[src/rtl/tft_timing_pkg.sv]
package tft_timing_pkg;

  // bit positions inside the polarity vector
  localparam int POL_CLK = 0;
  localparam int POL_HS  = 1;
  localparam int POL_VS  = 2;
  localparam int POL_DE  = 3;

  // polarity in force before the first start: syncs and enable active-high
  localparam logic [3:0] POL_RESET = 4'b1110;

  // horizontal windows built by the datapath
  localparam int WIN_HS  = 0;
  localparam int WIN_DE  = 1;
  localparam int NUM_WIN = 2;

  // strobes from control to datapath
  typedef struct packed {
    logic run;
    logic deLine;
  } tftStrobe_t;

endpackage

[src/rtl/tft_timing_ctrl.sv]
module tft_timing_ctrl
  import tft_timing_pkg::*;
#(
  parameter int H_W = 12,
  parameter int V_W = 11
) (
  input  logic           clk,
  input  logic           rst_n,
  input  logic           enable,
  input  logic [H_W-1:0] cfgHTotal,
  input  logic [V_W-1:0] cfgVTotal,
  input  logic [H_W-1:0] cfgHsOffset,
  input  logic [H_W-1:0] cfgHsUp,
  input  logic [H_W-1:0] cfgHsDown,
  input  logic [H_W-1:0] cfgVsOffset,
  input  logic [V_W-1:0] cfgVsUp,
  input  logic [V_W-1:0] cfgVsDown,
  input  logic [H_W-1:0] cfgDeOffset,
  input  logic [H_W-1:0] cfgDeUp,
  input  logic [H_W-1:0] cfgDeDown,
  input  logic [V_W-1:0] cfgDeFirstLine,
  input  logic [V_W-1:0] cfgDeLastLine,
  input  logic [3:0]     cfgPolarity,
  output logic [H_W-1:0] hCnt,
  output logic [V_W-1:0] vCnt,
  output logic [H_W-1:0] shHTotal,
  output logic [V_W-1:0] shVTotal,
  output logic [H_W-1:0] shHsOffset,
  output logic [H_W-1:0] shHsUp,
  output logic [H_W-1:0] shHsDown,
  output logic [H_W-1:0] shVsOffset,
  output logic [V_W-1:0] shVsUp,
  output logic [V_W-1:0] shVsDown,
  output logic [H_W-1:0] shDeOffset,
  output logic [H_W-1:0] shDeUp,
  output logic [H_W-1:0] shDeDown,
  output logic [3:0]     shPolarity,
  output tftStrobe_t     strb
);

  typedef struct packed {
    logic [H_W-1:0] hTotal;
    logic [V_W-1:0] vTotal;
    logic [H_W-1:0] hsOffset;
    logic [H_W-1:0] hsUp;
    logic [H_W-1:0] hsDown;
    logic [H_W-1:0] vsOffset;
    logic [V_W-1:0] vsUp;
    logic [V_W-1:0] vsDown;
    logic [H_W-1:0] deOffset;
    logic [H_W-1:0] deUp;
    logic [H_W-1:0] deDown;
    logic [V_W-1:0] deFirst;
    logic [V_W-1:0] deLast;
    logic [3:0]     polarity;
  } timingSet_t;

  localparam logic [H_W-1:0] H_ONE = {{(H_W-1){1'b0}}, 1'b1};
  localparam logic [V_W-1:0] V_ONE = {{(V_W-1){1'b0}}, 1'b1};

  timingSet_t cfgNow;
  timingSet_t shadow;
  logic       running;
  logic       lineEnd;
  logic       frameEnd;

  assign cfgNow = '{
    hTotal:   cfgHTotal,
    vTotal:   cfgVTotal,
    hsOffset: cfgHsOffset,
    hsUp:     cfgHsUp,
    hsDown:   cfgHsDown,
    vsOffset: cfgVsOffset,
    vsUp:     cfgVsUp,
    vsDown:   cfgVsDown,
    deOffset: cfgDeOffset,
    deUp:     cfgDeUp,
    deDown:   cfgDeDown,
    deFirst:  cfgDeFirstLine,
    deLast:   cfgDeLastLine,
    polarity: cfgPolarity
  };

  assign lineEnd  = (hCnt == shadow.hTotal - H_ONE);
  assign frameEnd = lineEnd && (vCnt == shadow.vTotal - V_ONE);

  always_ff @(posedge clk or negedge rst_n) begin
    if (!rst_n) begin
      running         <= 1'b0;
      hCnt            <= '0;
      vCnt            <= '0;
      shadow          <= '0;
      shadow.polarity <= POL_RESET;
    end else if (!enable) begin
      running <= 1'b0;
      hCnt    <= '0;
      vCnt    <= '0;
    end else if (!running) begin
      running <= 1'b1;
      hCnt    <= '0;
      vCnt    <= '0;
      shadow  <= cfgNow;
    end else if (lineEnd) begin
      hCnt <= '0;
      if (frameEnd) begin
        vCnt   <= '0;
        shadow <= cfgNow;
      end else begin
        vCnt <= vCnt + V_ONE;
      end
    end else begin
      hCnt <= hCnt + H_ONE;
    end
  end

  assign strb.run    = running;
  assign strb.deLine = (vCnt >= shadow.deFirst) && (vCnt < shadow.deLast);

  assign shHTotal   = shadow.hTotal;
  assign shVTotal   = shadow.vTotal;
  assign shHsOffset = shadow.hsOffset;
  assign shHsUp     = shadow.hsUp;
  assign shHsDown   = shadow.hsDown;
  assign shVsOffset = shadow.vsOffset;
  assign shVsUp     = shadow.vsUp;
  assign shVsDown   = shadow.vsDown;
  assign shDeOffset = shadow.deOffset;
  assign shDeUp     = shadow.deUp;
  assign shDeDown   = shadow.deDown;
  assign shPolarity = shadow.polarity;

endmodule

[src/rtl/tft_timing_dp.sv]
module tft_timing_dp
  import tft_timing_pkg::*;
#(
  parameter int H_W = 12,
  parameter int V_W = 11,
  parameter int D_W = 24
) (
  input  logic           clk,
  input  logic           rst_n,
  input  tftStrobe_t     strb,
  input  logic [H_W-1:0] hCnt,
  input  logic [V_W-1:0] vCnt,
  input  logic [H_W-1:0] hsOffset,
  input  logic [H_W-1:0] hsUp,
  input  logic [H_W-1:0] hsDown,
  input  logic [H_W-1:0] vsOffset,
  input  logic [V_W-1:0] vsUp,
  input  logic [V_W-1:0] vsDown,
  input  logic [H_W-1:0] deOffset,
  input  logic [H_W-1:0] deUp,
  input  logic [H_W-1:0] deDown,
  input  logic [3:0]     polarity,
  input  logic [D_W-1:0] pixIn,
  output logic           pixClk,
  output logic           hsyncOut,
  output logic           vsyncOut,
  output logic           deOut,
  output logic [D_W-1:0] pixOut,
  output logic           runQ,
  output logic [3:0]     polQ
);

  localparam int SUM_W = H_W + 1;

  logic [H_W-1:0]     winOff  [NUM_WIN];
  logic [H_W-1:0]     winUp   [NUM_WIN];
  logic [H_W-1:0]     winDown [NUM_WIN];
  logic [NUM_WIN-1:0] winAct;

  assign winOff[WIN_HS]  = hsOffset;
  assign winUp[WIN_HS]   = hsUp;
  assign winDown[WIN_HS] = hsDown;
  assign winOff[WIN_DE]  = deOffset;
  assign winUp[WIN_DE]   = deUp;
  assign winDown[WIN_DE] = deDown;

  // one horizontal window per control, extra bit keeps offset+distance exact
  for (genvar g = 0; g < NUM_WIN; g++) begin : g_win
    logic [SUM_W-1:0] riseAt;
    logic [SUM_W-1:0] fallAt;
    assign riseAt    = {1'b0, winOff[g]} + {1'b0, winUp[g]};
    assign fallAt    = {1'b0, winOff[g]} + {1'b0, winDown[g]};
    assign winAct[g] = ({1'b0, hCnt} >= riseAt) && ({1'b0, hCnt} < fallAt);
  end

  logic vsPastStart;
  logic vsBeforeEnd;
  logic hsAct;
  logic vsAct;
  logic deAct;

  assign vsPastStart = (vCnt > vsUp)   || ((vCnt == vsUp)   && (hCnt >= vsOffset));
  assign vsBeforeEnd = (vCnt < vsDown) || ((vCnt == vsDown) && (hCnt <  vsOffset));

  assign hsAct = strb.run && winAct[WIN_HS];
  assign vsAct = strb.run && vsPastStart && vsBeforeEnd;
  assign deAct = strb.run && winAct[WIN_DE] && strb.deLine;

  always_ff @(posedge clk or negedge rst_n) begin
    if (!rst_n) begin
      runQ     <= 1'b0;
      polQ     <= POL_RESET;
      hsyncOut <= 1'b0;
      vsyncOut <= 1'b0;
      deOut    <= 1'b0;
      pixOut   <= '0;
    end else begin
      runQ     <= strb.run;
      polQ     <= polarity;
      hsyncOut <= ~(hsAct ^ polarity[POL_HS]);
      vsyncOut <= ~(vsAct ^ polarity[POL_VS]);
      deOut    <= ~(deAct ^ polarity[POL_DE]);
      pixOut   <= deAct ? pixIn : '0;
    end
  end

  assign pixClk = runQ ? (clk ^ polQ[POL_CLK]) : polQ[POL_CLK];

endmodule

[src/rtl/tft_timing_gen.sv]
module tft_timing_gen
  import tft_timing_pkg::*;
#(
  parameter int H_W = 12,
  parameter int V_W = 11,
  parameter int D_W = 24
) (
  input  logic           clk,
  input  logic           rst_n,
  input  logic           enable,
  input  logic [H_W-1:0] cfgHTotal,
  input  logic [V_W-1:0] cfgVTotal,
  input  logic [H_W-1:0] cfgHsOffset,
  input  logic [H_W-1:0] cfgHsUp,
  input  logic [H_W-1:0] cfgHsDown,
  input  logic [H_W-1:0] cfgVsOffset,
  input  logic [V_W-1:0] cfgVsUp,
  input  logic [V_W-1:0] cfgVsDown,
  input  logic [H_W-1:0] cfgDeOffset,
  input  logic [H_W-1:0] cfgDeUp,
  input  logic [H_W-1:0] cfgDeDown,
  input  logic [V_W-1:0] cfgDeFirstLine,
  input  logic [V_W-1:0] cfgDeLastLine,
  input  logic [3:0]     cfgPolarity,
  input  logic [D_W-1:0] pixIn,
  output logic           pixClk,
  output logic           hsyncOut,
  output logic           vsyncOut,
  output logic           deOut,
  output logic [D_W-1:0] pixOut
);

  tftStrobe_t     strb;
  logic [H_W-1:0] hCnt;
  logic [V_W-1:0] vCnt;
  logic [H_W-1:0] shHTotal, shHsOffset, shHsUp, shHsDown, shVsOffset;
  logic [H_W-1:0] shDeOffset, shDeUp, shDeDown;
  logic [V_W-1:0] shVTotal, shVsUp, shVsDown;
  logic [3:0]     shPolarity;
  logic           runQ;
  logic [3:0]     polQ;

  tft_timing_ctrl #(.H_W(H_W), .V_W(V_W)) u_ctrl (
    .clk            (clk),
    .rst_n          (rst_n),
    .enable         (enable),
    .cfgHTotal      (cfgHTotal),
    .cfgVTotal      (cfgVTotal),
    .cfgHsOffset    (cfgHsOffset),
    .cfgHsUp        (cfgHsUp),
    .cfgHsDown      (cfgHsDown),
    .cfgVsOffset    (cfgVsOffset),
    .cfgVsUp        (cfgVsUp),
    .cfgVsDown      (cfgVsDown),
    .cfgDeOffset    (cfgDeOffset),
    .cfgDeUp        (cfgDeUp),
    .cfgDeDown      (cfgDeDown),
    .cfgDeFirstLine (cfgDeFirstLine),
    .cfgDeLastLine  (cfgDeLastLine),
    .cfgPolarity    (cfgPolarity),
    .hCnt           (hCnt),
    .vCnt           (vCnt),
    .shHTotal       (shHTotal),
    .shVTotal       (shVTotal),
    .shHsOffset     (shHsOffset),
    .shHsUp         (shHsUp),
    .shHsDown       (shHsDown),
    .shVsOffset     (shVsOffset),
    .shVsUp         (shVsUp),
    .shVsDown       (shVsDown),
    .shDeOffset     (shDeOffset),
    .shDeUp         (shDeUp),
    .shDeDown       (shDeDown),
    .shPolarity     (shPolarity),
    .strb           (strb)
  );

  tft_timing_dp #(.H_W(H_W), .V_W(V_W), .D_W(D_W)) u_dp (
    .clk      (clk),
    .rst_n    (rst_n),
    .strb     (strb),
    .hCnt     (hCnt),
    .vCnt     (vCnt),
    .hsOffset (shHsOffset),
    .hsUp     (shHsUp),
    .hsDown   (shHsDown),
    .vsOffset (shVsOffset),
    .vsUp     (shVsUp),
    .vsDown   (shVsDown),
    .deOffset (shDeOffset),
    .deUp     (shDeUp),
    .deDown   (shDeDown),
    .polarity (shPolarity),
    .pixIn    (pixIn),
    .pixClk   (pixClk),
    .hsyncOut (hsyncOut),
    .vsyncOut (vsyncOut),
    .deOut    (deOut),
    .pixOut   (pixOut),
    .runQ     (runQ),
    .polQ     (polQ)
  );

endmodule

[config.mk]
export PLATFORM = sky130hd
export DESIGN_NAME = tft_timing_gen
export DESIGN_NICKNAME = d
export VERILOG_FILES = /design/src/rtl/tft_timing_pkg.sv /design/src/rtl/tft_timing_ctrl.sv /design/src/rtl/tft_timing_dp.sv /design/src/rtl/tft_timing_gen.sv
export SDC_FILE = /design/constraint.sdc
export NUM_CORES = 1
export LEC_CHECK = 0
export BUFFER_PORTS_ARGS = -buffer_cell sky130_fd_sc_hd__buf_2
export CAP_MARGIN = 0
export CORE_ASPECT_RATIO = 1.1
export CORE_MARGIN = 1
export CORE_UTILIZATION = 43
export CTS_CLUSTER_SIZE = 20
export DETAILED_ROUTE_END_ITERATION = 12
export PLACE_DENSITY = 0.6
export SYNTH_ARGS = -nofsm -noshare
export SYNTH_HDL_FRONTEND = slang
export SYNTH_SLANG_ARGS = --single-unit
export TNS_END_PERCENT = 20
[constraint.sdc]
create_clock -name clk -period 8.8 [get_ports clk]
set_input_delay 1.32 -clock clk [delete_from_list [all_inputs] [get_ports clk]]
set_output_delay 1.32 -clock clk [all_outputs]
set_load 0.01 [all_outputs]
# Word-level counts from Yosys, hierarchy flattened
# Cells that the tools add are included.
# W data, S select, Z words.
# word_totals
input_bits	182
reg_bits	208
output_inout_bits	28
# classes
eq_ne	7
n_addsub	8
n_bitwise	7
reduce_logical	14
muxes	13
order_cmp	10
# op_table
cell	n
$mux W155	3
$add A12 B12 Y13	4
$mux W11	4
$mux W12	3
$eq A11 B11 Y1	3
$ge A12 B13 Y1	2
$lt A12 B13 Y1	2
$mux W24	1
$lt A11 B11 Y1	2
$add A12 B1 Y12 const B	1
$eq A12 B12 Y1	1
$ge A12 B12 Y1	1
$lt A12 B12 Y1	1
$sub A12 B1 Y12 const B	1
$add A11 B1 Y11 const B	1
$ge A11 B11 Y1	1
$gt A11 B11 Y1	1
$logic_and A1 B1 Y1	11
$sub A11 B1 Y11 const B	1
$ne A2 B2 Y1 const B	2
$xor A1 B1 Y1	4
$ne A3 B3 Y1 const B	1
$not A1 Y1	3
$reduce_and A3 Y1	1
2 further kinds	4

# Longest topological paths before layout
# Gate-level depths: netlist of the first run.
# logic_depth
ltp_word	7
depth_mapped	20

# Hierarchy
# From an unflattened synthesis of the first run, not the netlist that was laid out.
# unflattened
hier_cells	1335
area_unflattened_um2	14808.0
# by_module_without_submodules
module	area_each_um2	seq_area_each_um2	cells_per_inst	n_inst
tft_timing_ctrl	9969.6	4483.0	777	1
tft_timing_dp	4838.4	804.5	558	1

==> results_dict.tcl, run 1 <==
set metrics [dict create \
    cts_resized 0 \
    synth.distinct_cells 74 \
    post-place-ws_ps 2795 \
    postSynth.asyncResetShare_pct 100.0 \
    worst_setup_path_end_kind "output pin" \
    maxSlewViolCount 0 \
    crit_path_frequent_cell "clkbuf_16" \
    rsz0062_at_grt "no" \
    multi_input_area_mm2 0.007843 \
    ys.flop_type "dfrtp_1" \
    port_buffers 209 \
    final_nets 1742 \
    synth_edf_count 0 \
    cp_slowest_stage_delay_ps 140 \
    setup_tns_ps 0 \
    wl_per_cell_um 16.40 \
    outcome "finished, final reports clean" \
    postRouteAntennaNets 0 \
    skew_ps 10.41 \
    drt-pass1-iter-count 5 \
    min_path_cells 0 \
    dieArea_mm2 0.03277 \
    netlist_area_mm2 0.01378 \
    grt_pass1_vias 9567 \
    synth_area_per_cell_um2 11.53 \
    synth-seq-cells 208 \
    syn_nets 1534 \
    crit_path_start_kind "clock port" \
    maxCapViolCount 0 \
    final_cell_area_mm2 0.01589 \
    max_slew_margin_pct 32.08 \
    drt_wl_total_um 30200 \
    viasPerCell 5.123 \
    peakVddDrop_uv 141.1 \
    fin_ws_ps 2522 \
    synth_most_common_cell "dfrtp_1" \
    yosys.area.top_type_share_pct 37.22 \
    p_leak_nw 8.094 \
    grt.overflow.total 0 \
    ff_latch_area_mm2 0.005209 \
    ios 210 \
    fillers 2871 \
    place_area_mm2 0.01498 \
    cp_data_arrival_time_ps 4960 \
    worstPathCellList "clkbuf_16, clkbuf_16, nand2_1, xnor2_1, buf_2" \
    placed_cells_incl_taps 1793 \
    synthTopCellsByCount "dfrtp_1 (205), ha_1 (153), mux2_4 (150), inv_1 (83), nor2_1 (71)" \
    p_per_area_mw_per_mm2 201.3 \
    dr.first_iter.drc_count 363 \
    dp_hpwl_um 22470 \
    required_ps 7480 \
    drc_errors 0 \
    setup_violations 0 \
    crit_cells 5 \
    grt_max_degree 103 \
    antenna_found_initial 0 \
    start_util_pct 43.78 \
    cts_tree "done" \
    drive_gt1_share_pct 30.00 \
    post_cts_buffers 0 \
    yosysTopAreaCell "dfrtp_1" \
    synth-warning-count 0 \
    p_total_mw 3.198 \
    grt_first_pass_wirelength_um 49470 \
    post-route-util_pct 50.46 \
    num_rows 68 \
    synth.area.top_cells "dfrtp_1 (37%), mux2_4 (16%), ha_1 (14%), xor2_1 (2.7%), buf_12 (2.3%)" \
    clk-insertion-delay-late_ps 640 \
    hold_buffers 0 \
    crit_buf_inv 3 \
    hold_slack_ps 388.6 \
    slowest_stage "buf_2" \
    synth.yosys.seq_area_share_pct 37.79 \
    reg2reg_depth 18 \
    die-height_um 189.8 \
    chipWidth_um 172.7 \
    worstSetupPathType "clock port to output pin" \
    syn_inst 1195 \
    path_clk_slew_ps 60 \
    worst_pin_slew_ps 1019 \
    crit_fanout 2 \
    grt_usage_pct 18.73 \
    core_mm2 0.03148 \
    worstHoldPathType "flip-flop to flip-flop" \
    hold_viol_final 0 \
    crit_family "buffers and inverters" \
    stdcell_count 1841 \
    dr_total_vias 9432 \
    gp_congestion 0.8226 \
    synthToLayoutAreaGrowth_pct 15.26 \
]
## logic make-up after synthesis
logic type,synth area share [%]
compound gates,10.05
fa+ha+maj,14.47
buf+inv,5.302
mux,16.75
simple gates,10.74
xor+xnor,4.893
flops,37.79
## cell usage in the layout (no fill, tap or decap), types with 6 or more instances in the layout
| cell type | instances |
|---|---|
| ha_1 | 153 |
| or4_1 | 6 |
| nand4_1 | 17 |
| buf_2 | 208 |
| nand2b_1 | 21 |
| mux2_4 | 150 |
| nor2b_1 | 15 |
| xor2_1 | 43 |
| clkinv_2 | 6 |
| nand3_1 | 25 |
| and3_1 | 10 |
| o21a_1 | 10 |
| clkbuf_1 | 6 |
| a21oi_1 | 43 |
| o21ai_0 | 36 |
| a21o_1 | 31 |
| nor2_1 | 71 |
| nand2_1 | 42 |
| xnor2_1 | 34 |
| inv_1 | 83 |
| dfrtp_1 | 205 |
| and2_1 | 24 |
| nor3_1 | 20 |
| a31oi_1 | 7 |
| clkbuf_16 | 28 |
| o41ai_1 | 7 |
## flip-flops by register name (all words and copies together) (netlist names), 12 cells and up
register / cells
u_ctrl.shDeUp: 12
u_ctrl.shDeDown: 12
u_ctrl.shVsOffset: 12
u_ctrl.shHsUp: 12
u_ctrl.hCnt: 12
u_dp.pixOut: 24
u_ctrl.shHTotal: 12
u_ctrl.shDeOffset: 12
u_ctrl.shadow: 22
u_ctrl.shHsOffset: 12
u_ctrl.shHsDown: 12
## power by group
group | leakage [nW] | switching, mW | internal, mW
Combinational | 5.10 | 0.427 | 0.474
Sequential | 2.54 | 0.0984 | 1.07
Clock | 0.456 | 0.421 | 0.710
## worst register-to-register path: stages, from the launching register on
cell and delay, ps:
dfrtp_1 410, ha_1 230, inv_1 70, fa_1 210, nor2b_1 60, o21ai_0 210
a21boi_0 170, o41ai_1 570, nor2b_1 150, o21ai_0 180, nand2b_1 80, xnor2_1 140
ha_1 290, o21ai_0 80, nand2b_1 70, a21oi_1 80, nor4_1 370, and4_1 730
and2_1 240
## area by class of cell
cell class              instances  share of cell area, %
well taps                     420                  3.308
repair buffers                211                  6.829
clock buffers                  36                  4.671
inverters                      83                  1.961
flip-flops and latches        208                  32.79
multi-input cells             870                  49.37
diodes                          1                0.01575
clock inverters                12                  1.055
## metal layers
metal  up-vias  wire [um]  GRT usage, %
li1       4708          -             -
met1      4530      14110         25.11
met2       167      14480         31.17
met3        27       1093         2.798
met4         0        507         5.854
met5         -          0             0
## final timing paths
check                                                 startpoint                              to  slack [ps]
worst max-delay path                                         clk                          pixClk        2520
worst min-delay path            u_ctrl.shPolarity[0]$_DFFE_PN0P_          u_dp.polQ[0]$_DFF_PN0_         390
worst max register to register  u_ctrl.shDeOffset[0]$_DFFE_PN0P_        u_dp.pixOut[4]$_DFF_PN0_        4410
worst min register to register  u_ctrl.shPolarity[0]$_DFFE_PN0P_          u_dp.polQ[0]$_DFF_PN0_         390
max in group asynchronous                                  rst_n      u_ctrl.vCnt[5]$_DFFE_PN0P_        6740
min in group asynchronous                                  rst_n  u_ctrl.shVTotal[4]$_DFFE_PN0P_         780
Power figures use the tool's default switching activity.
==> run 2: changes to the inputs <==
ABC_AREA = 1   (was unset)
clock period = 6.3 ns   (was 8.8 ns; I/O delays follow)
==> results_dict.tcl, run 2 <==
set metrics [dict create \
    outcome "finished, final reports clean" \
    fillers 3235 \
    gp_congestion 0.8699 \
    ys.flop_type "dfrtp_1" \
    drive_gt1_share_pct 13.73 \
    core_mm2 0.03237 \
    dr_total_vias 12595 \
    clk-insertion-delay-late_ps 660 \
    grt_first_pass_wirelength_um 60170 \
    chipWidth_um 174.9 \
    viasPerCell 5.156 \
    drt_wl_total_um 37560 \
    skew_ps 14.35 \
    port_buffers 209 \
    worst_pin_slew_ps 1057 \
    pwr-share-clk_pct 36.9 \
    switching_power_mw 1.598 \
    final_nets 2337 \
    setup_violations 0 \
    syn_inst 1827 \
    grt_pass1_vias 11983 \
    peakVddDrop_uv 249.3 \
    reg2reg_depth 13 \
    hold_buffers 0 \
    synth_area_per_cell_um2 7.740 \
    reg2reg_to "u_ctrl.shadow[8]$_DFFE_PN0P_" \
    switching_share_pct 33.45 \
    syn_nets 2166 \
    drt-pass1-iter-count 5 \
    p_leak_nw 9.195 \
    final_common_cell "nand2_1" \
    rrSetupSlack_ps 2300 \
    grt_usage_pct 22.36 \
    final_cell_area_mm2 0.01636 \
    crit_path_start_kind "clock port" \
    rsz0062_at_grt "no" \
    synth.distinct_cells 41 \
    p_int_mw 3.180 \
    synthToLayoutAreaGrowth_pct 15.66 \
    wl_per_cell_um 15.37 \
    worstHoldPathType "input port to async pin" \
    biggestRegsByFlops "u_dp.pixOut x24, u_ctrl.shadow x22" \
    max_slew_margin_pct 29.37 \
    synthTopCellsByCount "nand2_1 (572), dfrtp_1 (205), inv_1 (200), nand4_1 (180), ha_1 (153)" \
    yosys.area.top_type_share_pct 36.28 \
    synth_most_common_cell "nand2_1" \
    synth-seq-cells 208 \
    place_area_mm2 0.01532 \
    hold_slack_ps 380.3 \
    largest_reg_flops 24 \
    dp_hpwl_um 27530 \
    path_clk_slew_ps 60 \
    p_per_area_mw_per_mm2 292.1 \
    post_cts_buffers 0 \
    worst_setup_path_end_kind "output pin" \
    synth_edf_count 0 \
    yosysTopAreaCell "dfrtp_1" \
    num_rows 69 \
    required_ps 5350 \
    netlist_area_mm2 0.01414 \
    crit_fanout 2 \
    postSynth.asyncResetShare_pct 100.0 \
    antenna_found_initial 0 \
    diodes 0 \
    maxSlewViolCount 0 \
    worstSetupPathType "clock port to output pin" \
    p_seq_share_pct 34.6 \
    grt_max_degree 115 \
    cts_resized 0 \
    cp_data_arrival_time_ps 3780 \
    synth.yosys.seq_area_share_pct 36.83 \
    drc_errors 0 \
    grt.overflow.total 0 \
    synth.area.top_cells "dfrtp_1 (36%), nand2_1 (15%), ha_1 (14%), nand4_1 (8.0%), inv_1 (5.3%)" \
    dr.first_iter.drc_count 741 \
    dieArea_mm2 0.03362 \
    setup_tns_ps 0 \
    postRouteAntennaNets 0 \
    hold_viol_final 0 \
    maxCapViolCount 0 \
    largest-register "u_dp.pixOut" \
    die-height_um 192.2 \
    ios 210 \
    p_comb_share_pct 28.5 \
    synth-warning-count 0 \
    start_util_pct 43.68 \
    final_cell_mix "nand2_1 (571), buf_2 (207), dfrtp_1 (205)" \
    r2r_start "u_ctrl.shHTotal[0]$_DFFE_PN0P_" \
    cts_tree "done" \
]
## run 2: worst max-delay path, stage by stage
cell	delay, ps
clkbuf_16	120
clkbuf_16	130
nand2_1	60
xor2_1	150
inv_1	50
buf_2	130
## run 2: area by class of cell
| cell class | instances | area [um^2] | share of cell area [%] |
|---|---|---|---|
| timing repair buffer | 214 | 1110 | 6.785 |
| multi-input combinational | 1344 | 7714 | 47.16 |
| inverter | 200 | 750.7 | 4.590 |
| sequential | 208 | 5209 | 31.85 |
| clock inverter | 17 | 285.3 | 1.744 |
| tap | 426 | 533.0 | 3.259 |
| clock buffer | 34 | 754.5 | 4.613 |
## run 2: logic make-up (layout without fill, tap and decap cells)
family	Yosys count	count (layout)	share of synthesized area, %
simple gates	982	982	30.68
buf+inv	275	465	8.759
flops	208	208	36.83
fa+ha+maj	157	157	14.10
compound gates	135	135	5.291
xor+xnor	70	70	4.336
## run 2: power groups by stage
stage	registers [mW]	clock network, mW	logic (mW)
floorplan	1.62	0.00861	1.03
global placement	1.68	0.0121	1.32
detailed placement	1.68	0.0121	1.35
CTS	1.66	1.79	1.36
global route	1.68	1.85	1.58
finish	1.65	1.76	1.36
## run 2: layer usage
layer / global-route usage, % / vias up / share of wire [%]
met5: 0 / - / 0
met3: 2.494 / 68 / 4.9
met2: 36.26 / 324 / 45
li1: - / 6406 / -
met1: 30.96 / 5797 / 47
met4: 7.625 / 0 / 3.0
## run 2: how the worst max path moves through the flow
stage | from | endpoint | slack (ps) | depth (start not counted)
global placement | clk | pixClk | 1860 | 4
floorplan | clk | pixClk | 1940 | 3
finish | clk | pixClk | 1570 | 6
CTS | clk | pixClk | 1560 | 6
global route | clk | pixClk | 1550 | 6
detailed placement | clk | pixClk | 1860 | 4
## run 2: metrics by stage
step | cells | setup WS (ps) | utilization (%) | power, mW
6_report | 2443 | 1574 | 50.52 | 4.778
5_1_grt | 2443 | 1554 | 50.52 | 5.108
4_1_cts | 2443 | 1559 | 50.52 | 4.815
3_5_place_dp | 2394 | 1857 | 47.34 | 3.040
3_3_place_gp | 2394 | 1857 | 47.34 | 3.008
2_1_floorplan | 1827 | 1942 | - | 2.661
==> run 3: changes to the inputs <==
PLACE_DENSITY = 0.62   (was 0.6)
clock period = 3.84 ns   (was 6.3 ns; I/O delays follow)
==> results_dict.tcl, run 3 (synthesis gave the netlist of run 2 again) <==
set metrics [dict create \
    grt_max_degree 158 \
    rsz0062_at_grt "no" \
    hold_viol_final 0 \
    antenna_found_initial 0 \
    biggestRegsByFlops "u_dp.pixOut x24, u_ctrl.shadow x22" \
    dieArea_mm2 0.03362 \
    dr.first_iter.drc_count 664 \
    chipWidth_um 174.9 \
    min_period_ps 3394 \
    p_seq_share_pct 36.0 \
    start_util_pct 43.68 \
    p_comb_share_pct 29.8 \
    dr_total_vias 12601 \
    dp_hpwl_um 27370 \
    cts_resized 0 \
    crit_path_frequent_cell "nand2_1" \
    period_share_pct 88.38 \
    hold_slack_ps 56.36 \
    drive_gt1_share_pct 13.72 \
    r2r_start "u_ctrl.shDeOffset[0]$_DFFE_PN0P_" \
    cp_data_arrival_time_ps 3900 \
    crit_fanout 25 \
    switching_share_pct 34.26 \
    grt_pass1_vias 12012 \
    crit_path_start_kind "flip-flop" \
    viasPerCell 5.154 \
    fillers 3188 \
    grt.overflow.total 0 \
    diodes 0 \
    max_slew_margin_pct 43.91 \
    p_per_area_mw_per_mm2 460.9 \
    setup_violations 0 \
    postRouteAntennaNets 0 \
    grt_usage_pct 22.47 \
    p_leak_nw 9.180 \
    worst_setup_path_end_kind "flip-flop" \
    cts_tree "done" \
    synthToLayoutAreaGrowth_pct 15.47 \
    clk-insertion-delay-late_ps 640 \
    path_clk_slew_ps 60 \
    drt_wl_total_um 37160 \
    maxSlewViolCount 0 \
    wl_per_cell_um 15.20 \
    peakVddDrop_uv 287.5 \
    drt-pass1-iter-count 5 \
    worst_pin_slew_ps 841.4 \
    rrSetupSlack_ps 450 \
    drc_errors 0 \
    final_nets 2341 \
    port_buffers 209 \
    worstHoldPathType "input port to async pin" \
    largest_reg_flops 24 \
    crit_buf_inv 2 \
    fmax_mhz 294.7 \
    die-height_um 192.2 \
    worstSetupPathType "flip-flop to flip-flop" \
    grt_first_pass_wirelength_um 60890 \
    outcome "finished, final reports clean" \
    gp_congestion 0.8779 \
    skew_ps 12.53 \
    maxCapViolCount 0 \
    p_total_mw 7.525 \
    reg2reg_depth 18 \
    final_common_cell "nand2_1" \
    crit_family "simple AND/OR/NAND/NOR gates" \
    largest-register "u_dp.pixOut" \
    switching_power_mw 2.578 \
    setup_tns_ps 0 \
    pwr-share-clk_pct 34.1 \
    required_ps 4350 \
    worstPathCellList "ha_1, inv_1, fa_1, nand3b_1, nand2_1, a21oi_1, o21ai_0, nand3_1, nand2_1, xnor2_1, ha_1, a21oi_1, nor2_1, o21bai_1, nand2_1, nand3_1, buf_4, nor2_1" \
    ios 210 \
    core_mm2 0.03237 \
    post_cts_buffers 0 \
    p_int_mw 4.947 \
    hold_buffers 0 \
    reg2reg_to "u_dp.pixOut[7]$_DFF_PN0_" \
    cp_slowest_stage_delay_ps 400 \
    slowest_stage "fa_1" \
    num_rows 69 \
    final_cell_mix "nand2_1 (571), buf_2 (207), dfrtp_1 (205)" \
]
-- run 3: cell types whose count changed in the layout (fill, tap and decap cells not counted), sizes merged --
cell	previous run	this run
buf	214	219
bufinv	7	3
inv	202	203
clkinv	8	5
clkbuf	34	37
-- run 3: power by group through the flow --
stage / combinational, mW / sequential, mW / clock, mW
5_1_grt: 2.61 / 2.75 / 2.73
2_1_floorplan: 1.69 / 2.66 / 0.0141
6_report: 2.25 / 2.71 / 2.57
4_1_cts: 2.26 / 2.71 / 2.63
3_3_place_gp: 2.18 / 2.74 / 0.0198
3_5_place_dp: 2.25 / 2.75 / 0.0198
-- run 3: how the worst max path moves through the flow --
stage	startpoint	to	slack [ps]	cells past startpoint
6_report	u_ctrl.shDeOffset[0]$_DFFE_PN0P_	u_dp.pixOut[7]$_DFF_PN0_	450	18
5_1_grt	u_ctrl.shDeOffset[0]$_DFFE_PN0P_	u_dp.deOut$_DFF_PN0_	130	19
4_1_cts	u_ctrl.shDeOffset[0]$_DFFE_PN0P_	u_dp.pixOut[7]$_DFF_PN0_	440	18
3_5_place_dp	u_ctrl.shDeOffset[0]$_DFFE_PN0P_	u_dp.pixOut[7]$_DFF_PN0_	450	18
3_3_place_gp	u_ctrl.shDeOffset[0]$_DFFE_PN0P_	u_dp.deOut$_DFF_PN0_	530	19
2_1_floorplan	u_ctrl.shDeOffset[0]$_DFFE_PN0P_	u_dp.pixOut[10]$_DFF_PN0_	800	18
-- run 3: cell type report --
cell class                      instances  area (um^2)  area share (%)
Inverter                              200        750.7           4.598
Sequential cell                       208         5209           31.90
Clock inverter                         11        147.6          0.9042
Tap cell                              426        533.0           3.264
Clock buffer                           37        764.5           4.682
Multi-Input combinational cell       1344         7714           47.24
Timing Repair Buffer                  219         1210           7.410
-- run 3: layer usage --
metal / part of all wire [%] / track usage [%]
met1: 47 / 30.85
met2: 47 / 37.70
met3: 4.4 / 2.672
met4: 1.9 / 5.284
met5: 0 / 0
-- run 3: per-stage QoR --
stage	util (%)	std cells	area [um^2]	setup WS, ps
after floorplan	-	1827	14140	800.9
after global placement	47.64	2399	15420	529.5
after detailed placement	47.64	2399	15420	452.0
after CTS	50.43	2445	16330	443.3
after global routing	50.43	2445	16330	132.9
final	50.43	2445	16330	446.2
